### src/rtl/evrt_pkg.sv
// Shared types for the event readiness timeout controller.
// Assumes: imported by every module of the block.
package evrt_pkg;

    // Phase of the current event, derived from the registered state.
    typedef enum logic [1:0] {
        PH_IDLE   = 2'd0,   // no enabled channel ready yet
        PH_GATHER = 2'd1,   // channel window running
        PH_TTWAIT = 2'd2,   // channels resolved, trigger type pending
        PH_ISSUE  = 2'd3    // go strobe raised, waiting for acknowledge
    } evt_phase_e;

endpackage

### src/rtl/evrt_window_timer.sv
// Programmable window counter.
// Counts cycles while run_i is high. expire_o is high in the cycle in which
// the window reaches its limit (limit-1 full counts already elapsed).
// A limit of zero never expires.
// Assumes: run_i stays high from its start until the window is left, and
// clr_i returns the counter to zero between uses.
module evrt_window_timer #(
    parameter int CNT_W = 16
) (
    input  logic             clk,
    input  logic             rst_n,
    input  logic             clr_i,
    input  logic             run_i,
    input  logic [CNT_W-1:0] limit_i,
    output logic             expire_o
);

    logic [CNT_W-1:0] cnt_q;
    logic             lim_on;

    // Window closes when the count reaches limit-1 while running.
    always_comb begin
        lim_on   = (limit_i != '0);
        expire_o = run_i && lim_on && (cnt_q == limit_i - CNT_W'(1));
    end

    // Elapsed-cycle counter, frozen once expired or when not running.
    always_ff @(posedge clk) begin
        if (!rst_n || clr_i) begin
            cnt_q <= '0;
        end else if (run_i && !expire_o) begin
            cnt_q <= cnt_q + CNT_W'(1);
        end
    end

endmodule

### src/rtl/evrt_chan_tracker.sv
// Per-channel ready and timeout flags for one event.
// A channel latches ready on its strobe when enabled, not timed out and not
// on hold. On window expiry, every enabled channel neither latched nor
// strobing in that cycle is flagged as timed out.
// Assumes: clr_i wipes the event; hold_i freezes the flags.
module evrt_chan_tracker #(
    parameter int NUM_CH = 4
) (
    input  logic              clk,
    input  logic              rst_n,
    input  logic              clr_i,
    input  logic              hold_i,
    input  logic [NUM_CH-1:0] en_i,
    input  logic [NUM_CH-1:0] rdy_i,
    input  logic              expire_i,
    output logic [NUM_CH-1:0] rdy_q_o,
    output logic [NUM_CH-1:0] tmo_q_o
);

    for (genvar gi = 0; gi < NUM_CH; gi++) begin : g_ch
        logic take;

        // Strobe counts only for an enabled, still-open channel.
        always_comb begin
            take = rdy_i[gi] && en_i[gi] && !tmo_q_o[gi] && !hold_i;
        end

        // Ready flag for this channel.
        always_ff @(posedge clk) begin
            if (!rst_n || clr_i) begin
                rdy_q_o[gi] <= 1'b0;
            end else if (take) begin
                rdy_q_o[gi] <= 1'b1;
            end
        end

        // Timeout flag for this channel.
        always_ff @(posedge clk) begin
            if (!rst_n || clr_i) begin
                tmo_q_o[gi] <= 1'b0;
            end else if (expire_i && en_i[gi] && !rdy_q_o[gi] && !take) begin
                tmo_q_o[gi] <= 1'b1;
            end
        end
    end

endmodule

### src/rtl/evrt_ttype_latch.sv
// Trigger-type capture with default substitution.
// The first valid pulse of an event is captured. If the window expires first,
// the default value is loaded and marked. A valid pulse in the expiry cycle
// wins over the default.
// Assumes: clr_i wipes the event; hold_i blocks capture while issuing.
module evrt_ttype_latch #(
    parameter int TT_W = 8
) (
    input  logic            clk,
    input  logic            rst_n,
    input  logic            clr_i,
    input  logic            hold_i,
    input  logic            vld_i,
    input  logic [TT_W-1:0] val_i,
    input  logic            expire_i,
    input  logic [TT_W-1:0] default_i,
    output logic            res_o,
    output logic [TT_W-1:0] val_o,
    output logic            dflt_o
);

    logic cap;

    // Capture allowed only while unresolved and not issuing.
    always_comb begin
        cap = vld_i && !res_o && !hold_i;
    end

    // Resolved value, flag and default marker.
    always_ff @(posedge clk) begin
        if (!rst_n || clr_i) begin
            res_o  <= 1'b0;
            val_o  <= '0;
            dflt_o <= 1'b0;
        end else if (cap) begin
            res_o  <= 1'b1;
            val_o  <= val_i;
        end else if (expire_i && !res_o) begin
            res_o  <= 1'b1;
            val_o  <= default_i;
            dflt_o <= 1'b1;
        end
    end

endmodule

### src/rtl/evrt_ctrl.sv
// Event readiness timeout controller (top).
// Opens a channel window on the first enabled ready strobe and flags channels
// that miss it. It then waits a second window for the trigger type and falls
// back to a default. It raises a held go strobe until acknowledged. An
// event-counter-reset pulse clears everything.
// Assumes: ready and trigger-type inputs are single-cycle pulses in clk domain.
module evrt_ctrl #(
    parameter int NUM_CH = 4,
    parameter int TT_W   = 8,
    parameter int CNT_W  = 16
) (
    input  logic              clk,
    input  logic              rst_n,
    input  logic [NUM_CH-1:0] ch_rdy_i,
    input  logic [NUM_CH-1:0] ch_en_i,
    input  logic              ttype_vld_i,
    input  logic [TT_W-1:0]   ttype_i,
    input  logic              ecr_i,
    input  logic [CNT_W-1:0]  ch_limit_i,
    input  logic [CNT_W-1:0]  tt_limit_i,
    input  logic [TT_W-1:0]   tt_default_i,
    input  logic              go_ack_i,
    output logic [NUM_CH-1:0] ch_tmo_o,
    output logic [TT_W-1:0]   ttype_o,
    output logic              ttype_dflt_o,
    output logic              evt_go_o
);
    import evrt_pkg::*;

    logic [NUM_CH-1:0] rdy_q;
    logic [NUM_CH-1:0] tmo_q;
    logic              tt_res;
    logic              go_q;
    logic              started;
    logic              all_done;
    logic              clr_evt;
    logic              hold;
    logic              ch_run;
    logic              tt_run;
    logic              ch_expire;
    logic              tt_expire;
    evt_phase_e        phase;

    // Event progress and phase from registered state.
    always_comb begin
        started  = |rdy_q;
        all_done = started && (&(rdy_q | tmo_q | ~ch_en_i));
        if (go_q)          phase = PH_ISSUE;
        else if (all_done) phase = PH_TTWAIT;
        else if (started)  phase = PH_GATHER;
        else               phase = PH_IDLE;
        clr_evt = ecr_i || (go_q && go_ack_i);
        hold    = (phase == PH_ISSUE);
        ch_run  = (phase == PH_GATHER);
        tt_run  = (phase == PH_TTWAIT) && !tt_res;
    end

    evrt_window_timer #(.CNT_W(CNT_W)) u_ch_tmr (
        .clk      (clk),
        .rst_n    (rst_n),
        .clr_i    (clr_evt),
        .run_i    (ch_run),
        .limit_i  (ch_limit_i),
        .expire_o (ch_expire)
    );

    evrt_window_timer #(.CNT_W(CNT_W)) u_tt_tmr (
        .clk      (clk),
        .rst_n    (rst_n),
        .clr_i    (clr_evt),
        .run_i    (tt_run),
        .limit_i  (tt_limit_i),
        .expire_o (tt_expire)
    );

    evrt_chan_tracker #(.NUM_CH(NUM_CH)) u_trk (
        .clk      (clk),
        .rst_n    (rst_n),
        .clr_i    (clr_evt),
        .hold_i   (hold),
        .en_i     (ch_en_i),
        .rdy_i    (ch_rdy_i),
        .expire_i (ch_expire),
        .rdy_q_o  (rdy_q),
        .tmo_q_o  (tmo_q)
    );

    evrt_ttype_latch #(.TT_W(TT_W)) u_tt (
        .clk       (clk),
        .rst_n     (rst_n),
        .clr_i     (clr_evt),
        .hold_i    (hold),
        .vld_i     (ttype_vld_i),
        .val_i     (ttype_i),
        .expire_i  (tt_expire),
        .default_i (tt_default_i),
        .res_o     (tt_res),
        .val_o     (ttype_o),
        .dflt_o    (ttype_dflt_o)
    );

    // Go strobe: raised once everything is resolved, held until acknowledged.
    always_ff @(posedge clk) begin
        if (!rst_n || clr_evt) begin
            go_q <= 1'b0;
        end else if (!go_q && all_done && tt_res) begin
            go_q <= 1'b1;
        end
    end

    // Output drive.
    always_comb begin
        ch_tmo_o = tmo_q;
        evt_go_o = go_q;
    end

endmodule

### config.mk
export PLATFORM = sky130hd
export DESIGN_NAME = evrt_ctrl
export DESIGN_NICKNAME = d
export VERILOG_FILES = /design/src/rtl/evrt_pkg.sv /design/src/rtl/evrt_window_timer.sv /design/src/rtl/evrt_chan_tracker.sv /design/src/rtl/evrt_ttype_latch.sv /design/src/rtl/evrt_ctrl.sv
export SDC_FILE = /design/constraint.sdc
export NUM_CORES = 1
export LEC_CHECK = 0
export ABC_AREA = 1
export BUFFER_PORTS_ARGS = -buffer_cell sky130_fd_sc_hd__buf_2
export CAP_MARGIN = 20
export CORE_ASPECT_RATIO = 2
export CORE_MARGIN = 4
export CORE_UTILIZATION = 39
export CTS_CLUSTER_DIAMETER = 200
export DETAILED_ROUTE_END_ITERATION = 12
export GPL_ROUTABILITY_DRIVEN = 1
export MAX_ROUTING_LAYER = met4
export SLEW_MARGIN = 5
export SYNTH_ARGS = -nofsm -noshare
export SYNTH_HDL_FRONTEND = slang
export SYNTH_SLANG_ARGS = --single-unit
### constraint.sdc
create_clock -name clk -period 4.9 [get_ports clk]
set_input_delay 0.49 -clock clk [delete_from_list [all_inputs] [get_ports clk]]
set_output_delay 0.49 -clock clk [all_outputs]
set_load 0.01 [all_outputs]
== After elaboration in Yosys (flattened, before gate mapping) ==
Cells that the tools add are included.

* Register bits: 51
* Logic and storage cells: 98

* Add/subtract/negate cells: 4
* Eq/ne operators: 5
* Muxes and demuxes: 7
* Bitwise gates (word level): 4
* Reductions and logical operators: 64

{| class="wikitable"
|+ Operator list
! operator !! number
|-
| 1-bit logical AND || 38
|-
| 16-bit by 1-bit adder with 16-bit output (second input constant) || 2
|-
| 16-bit equality test || 2
|-
| 16-bit nonzero test || 2
|-
| 16-bit by 1-bit subtractor with 16-bit output (second input constant) || 2
|-
| 1-bit zero test || 18
|-
| 8-bit two-way mux || 2
|-
| 4-bit OR || 2
|-
| 2-bit equality test (second input constant) || 2
|-
| 2-bit two-way mux || 2
|-
| 4-bit NOT || 1
|-
| 4-bit AND reduction || 1
|-
| 4-bit OR reduction || 1
|-
| 1-bit two-way mux || 3
|-
| 2-bit by 1-bit equality test with 1-bit output (second input constant) || 1
|-
| 1-bit logical OR || 2
|-
| 2-bit AND reduction || 1
|-
| 2-bit nonzero test || 1
|-
| 1-bit NOT || 1
|}

== Depth between registers and ports, before layout ==
* Depth after elaboration: 13
* Mapped depth: 17
* Mapped depth without buffers: 16

== Modules after synthesis ==
A second synthesis with hierarchy kept.

* Cell total of the unflattened synthesis: 727
* Area, all modules: 4454.3 um2

{| class="wikitable"
|+ By module, submodules not included
! module !! times used !! cells an instance !! area an instance (um2) !! sequential area each (um2)
|-
| evrt_window_timer || 2 || 284 || 1717.9 || 320.3
|-
| evrt_ttype_latch || 1 || 83 || 556.8 || 200.2
|-
| evrt_chan_tracker || 1 || 51 || 334.1 || 160.2
|-
| evrt_ctrl || 1 || 25 || 127.6 || 20.0
|}

== Least setup slack after synthesis ==
Ideal clock, no wire load.

* Path type: input-to-reg
* From: in ch_limit_i[0]
* To: reg u_ch_tmr.cnt_q[0]
* Library setup time: 0.113 ns
* Data arrival time: 1.952 ns
* Required time: 4.787 ns
* Slack: 2.835 ns
* Stages on the path: 15
* Path through: inv_1 > ha_1 > nand3_1 > nor2_2 > nand2_1 > nand2_1 > nor2_1 > nor2_1 > nand2_1 > nor2_2 > nand2_2 > buf_6 > buf_6 > a21oi_2 > nor2_1

* Longest elaborated chain between the ends: 5

{| class="wikitable"
|+ Ends and longest elaborated chain
! element !! line !! source
|-
| start, declared || evrt_ctrl.sv:19 || <nowiki>input logic [CNT_W-1:0] ch_limit_i,</nowiki>
|-
| 16-bit by 1-bit subtractor with 16-bit output or 16-bit nonzero test (tied branches) || evrt_window_timer.sv:24, evrt_window_timer.sv:23 ||
|-
| 16-bit equality test or 1-bit logical AND (tied branches) || evrt_window_timer.sv:24 || <nowiki>expire_o = run_i && lim_on && (cnt_q == limit_i - CNT_W'(1));</nowiki>
|-
| 1-bit logical AND (*) || evrt_window_timer.sv:24 ||
|-
| 1-bit zero test (*) || evrt_window_timer.sv:31 || <nowiki>end else if (run_i && !expire_o) begin</nowiki>
|-
| 1-bit logical AND (*) || evrt_window_timer.sv:31 ||
|-
| end signal, assigned || evrt_window_timer.sv:32 || <nowiki>cnt_q <= cnt_q + CNT_W'(1);</nowiki>
|-
| end, declared || evrt_window_timer.sv:18 || <nowiki>logic [CNT_W-1:0] cnt_q;</nowiki>
|}

Every way passes the cells marked *; elsewhere a longest branch is shown, timed or not.
A chain may end at the register's enable or synchronous reset.

== Final worst setup path ==
* From: reg go_q, in the netlist evt_go_o
* To: reg u_ch_tmr.cnt_q[4]

* Longest elaborated chain between the ends: 6

{| class="wikitable"
|+ Ends and longest elaborated chain
! element !! line !! source
|-
| start, declared || evrt_ctrl.sv:33 || <nowiki>logic go_q;</nowiki>
|-
| start signal, assigned || evrt_ctrl.sv:105 || <nowiki>go_q <= 1'b0;</nowiki>
|-
| start signal, assigned || evrt_ctrl.sv:107 || <nowiki>go_q <= 1'b1;</nowiki>
|-
| 2-bit two-way mux || evrt_ctrl.sv:48 || <nowiki>if (go_q) phase = PH_ISSUE;</nowiki>
|-
| 2-bit by 1-bit equality test with 1-bit output || evrt_ctrl.sv:54 || <nowiki>ch_run = (phase == PH_GATHER);</nowiki>
|-
| 1-bit logical AND (2 in series) || evrt_window_timer.sv:24 ||
|-
| 1-bit zero test || evrt_window_timer.sv:31 ||
|-
| 1-bit logical AND || evrt_window_timer.sv:31 ||
|}

Parallel ways exist; a longest one is shown, timed or not.

==> results.txt <==
Clk_lat worst skew: 290 ps
Fillers: 1127
Root buffer cell: clkbuf_16
CP peak stage delay: 440 ps
Routed WL per cell: 14.0 um
Cell with the most instances after synthesis: nand2_1
Crit. End Element: flip-flop
WL final: 11.6 mm
# setup viols final: 0
Final Power: 0.000914 W
Seq cells post-synth: 51
CTS tree: built
Lkg Pwr: 1.90 nW
Die area: 12000 um2
WP data arrival: 2840 ps
DR vias/cell: 5.03
Unrepaired setup endpoints after global routing: no
Clock power share: 37.5%
Critical Path Most Common Cell: nand2_1
Final worst path period share: 53.6%
Async set-reset flop share out of synthesis: 0%
Worst Hold Class: flip-flop to flip-flop
Initial core utilization: 40.4%
Post-DP HPWL: 9.55 mm
Clock Skew: 5.05 ps
Slew HR: 41.6%
Routability cong.: 0.921
WP buf/inv: 1
Max-cap violations: 0
Total global-route track usage: 20.4%
Power per cell area: 201 nW/um2
Final hold viol count: 0
R2r setup slk: 2270 ps
Core ar.: 9830 um2
Area delta synth->final: 14.7%
Min-Delay Path Depth: 2
Critical Path Start Type: flip-flop
Highest Clock Rate: 0.380 GHz
Critical R2R Capture: u_ch_tmr.cnt_q[4]
Top Ports: 75
First-pass DRT Iterations: 4
Sequential cell area fraction in the yosys report: 25.7%
Leading area contributor after synthesis: dfxtp_1
Post-synthesis cell area: 3970 um2
Stages on worst setup path: 11
Initial antenna violation count: 0
Worst R2R Path Depth: 11
Largest net degree at the start of global routing: 47
Die Span Y: 151 um
P_int: 0.000666 W
Reg2reg start: evt_go_o
WS Path Type: flip-flop to flip-flop
Status: finished, final reports clean
Crit path to: u_ch_tmr.cnt_q[4]
Max clock buf depth: 2
Die width: 79.3 um
Layout net count: 760
Tmin final: 2630 ps
Fin. max-slew vios: 0
Post-synth EDFFs: 0
Synthesized Nets: 694
Switching pwr: 0.000248 W
Top delay family on crit path: simple AND/OR/NAND/NOR gates
Rows: 51
Avg Inst Size Synth: 6.31 um2
Initial drt markers: 206
Commonest cells post-synth: 159 x nand2_1, 89 x nand3_1, 70 x inv_1, 70 x nor2_1, 51 x dfxtp_1
Sw frac: 27.2%
Crit. Startpoint: evt_go_o
N_diodes: 0
Antenna-violating nets left: 0
Via count: 4168
Top area cells in the synthesized netlist: dfxtp_1 26%, nand2_1 15%, nand3_1 11%
Top-area cell type share of the netlist area: 25.7%
Hold buffer count at cts: 0
IO Port Bufs: 74
Crit-path cells: inv_1, nand2_1, nor2_4, nand2_1, nor2_1, nand3_1, nor2_2, nand2_2, nand2_4, nand2_1, a21oi_1
Actual slew at the worst max-slew pin: 873 ps
Max FO, Critical Path: 20
Share of layout cells above drive strength 1: 16.5%
Maximum vdd ir drop: 0.000119 V
Drt drc: 0
CTS resizes: 0
Req. time, crit path: 5110 ps
Post-route setup TNS: 0 ps
CTS clk-pin slew, worst paths: 70 ps
Vias in the first global route: 4089
First-pass GRT wire length: 18.7 mm
Clock sinks: 51
Part of the power in combinational logic: 16.3%
Ys Warns: 0
Gate Count Post-Synth: 629
CP max stage cell: nor2_4
GR Overflow Total: 0
Sequential share of power: 46.2%
H-tree depth: 2
Synth unique cells: 30
Postcts setup bufs: 0
CTS Buf Count: 5
Main synth FF type: dfxtp_1
how the worst min path moves through the flow:
stage	start	slack [ps]	endpoint
after floorplan	u_tt.res_o	450	evt_go_o
after global placement	u_tt.dflt_o	440	u_tt.dflt_o
after detailed placement	u_tt.dflt_o	440	u_tt.dflt_o
after CTS	u_tt.dflt_o	450	u_tt.dflt_o
after global routing	u_tt.dflt_o	490	u_tt.dflt_o
final	u_tt.dflt_o	450	u_tt.dflt_o
per-layer routing:
metal	vias up	GRT usage (%)	wire length (um)
met2	98	42.2	7000
met5	-	-	0
met4	0	10.6	467
met1	1908	16.9	3780
met3	25	2.04	335
li1	2137	-	-
layout by cell type (no fill, tap or decap), drive strengths merged, types with 8 or more instances in the layout:
master  netlist  final
nand3        89     89
nand2       166    166
dfxtp        51     51
inv          71     71
mux2          8      8
o21ai         8      8
nor3          8      8
xnor2        24     24
buf           8     74
a21oi        47     47
xor2         37     37
nor2         83     83
power by group through the flow:
stage / clock (W) / sequential (W) / combinational (W)
2_1_floorplan: 0 / 0.000432 / 0.0000934
3_3_place_gp: 0 / 0.000432 / 0.000147
3_5_place_dp: 0 / 0.000432 / 0.000150
4_1_cts: 0.000352 / 0.000422 / 0.000151
5_1_grt: 0.000365 / 0.000423 / 0.000168
6_report: 0.000343 / 0.000422 / 0.000149
layout make-up:
class                           instances  area [um2]  share of cell area [%]
Clock buffer                            6         129                    2.83
Sequential cell                        51        1020                    22.4
Clock inverter                          2        12.5                   0.275
Tap cell                              132         165                    3.63
Multi-Input combinational cell        491        2590                    56.8
Inverter                               72         270                    5.93
Timing Repair Buffer                   74         370                    8.13
worst register-to-register path: stages, from the launching register on:
cell and delay [ps]:
dfxtp_1 380, inv_1 190, nand2_1 130, nor2_4 440, nand2_1 100, nor2_1 220
nand3_1 130, nor2_2 190, nand2_2 300, nand2_4 280, nand2_1 90, a21oi_1 120
kinds of logic after synthesis:
logic type      count (synthesis)  synth area share, %
fa+ha+maj                       4                 1.26
mux                             8                 2.27
flops                          51                 25.7
buf+inv                        87                 9.11
compound gates                 57                 7.78
xor+xnor                       61                 13.5
simple gates                  361                 40.4
sequential cells by signal (all words and copies together) (netlist names):
| signal | cells |
|---|---|
| u_trk.rdy_q_o | 4 |
| u_tt_tmr.cnt_q | 16 |
| u_tt.dflt_o | 1 |
| u_tt.val_o | 8 |
| u_tt.res_o | 1 |
| u_ch_tmr.cnt_q | 16 |
| u_trk.tmo_q_o | 4 |
| evt_go_o | 1 |
through the flow:
step | utilization, % | setup WS [ps] | hold WS (ps) | cell area (um2) | cells
floorplan | - | 2830 | 449 | 3970 | 629
global placement | 44.9 | 2170 | 439 | 4410 | 820
detailed placement | 44.9 | 2090 | 445 | 4410 | 820
CTS | 46.4 | 2250 | 455 | 4560 | 828
global route | 46.4 | 1920 | 489 | 4560 | 828
finish | 46.4 | 2270 | 449 | 4560 | 828
Note: power is estimated with default switching activity, not from simulation.
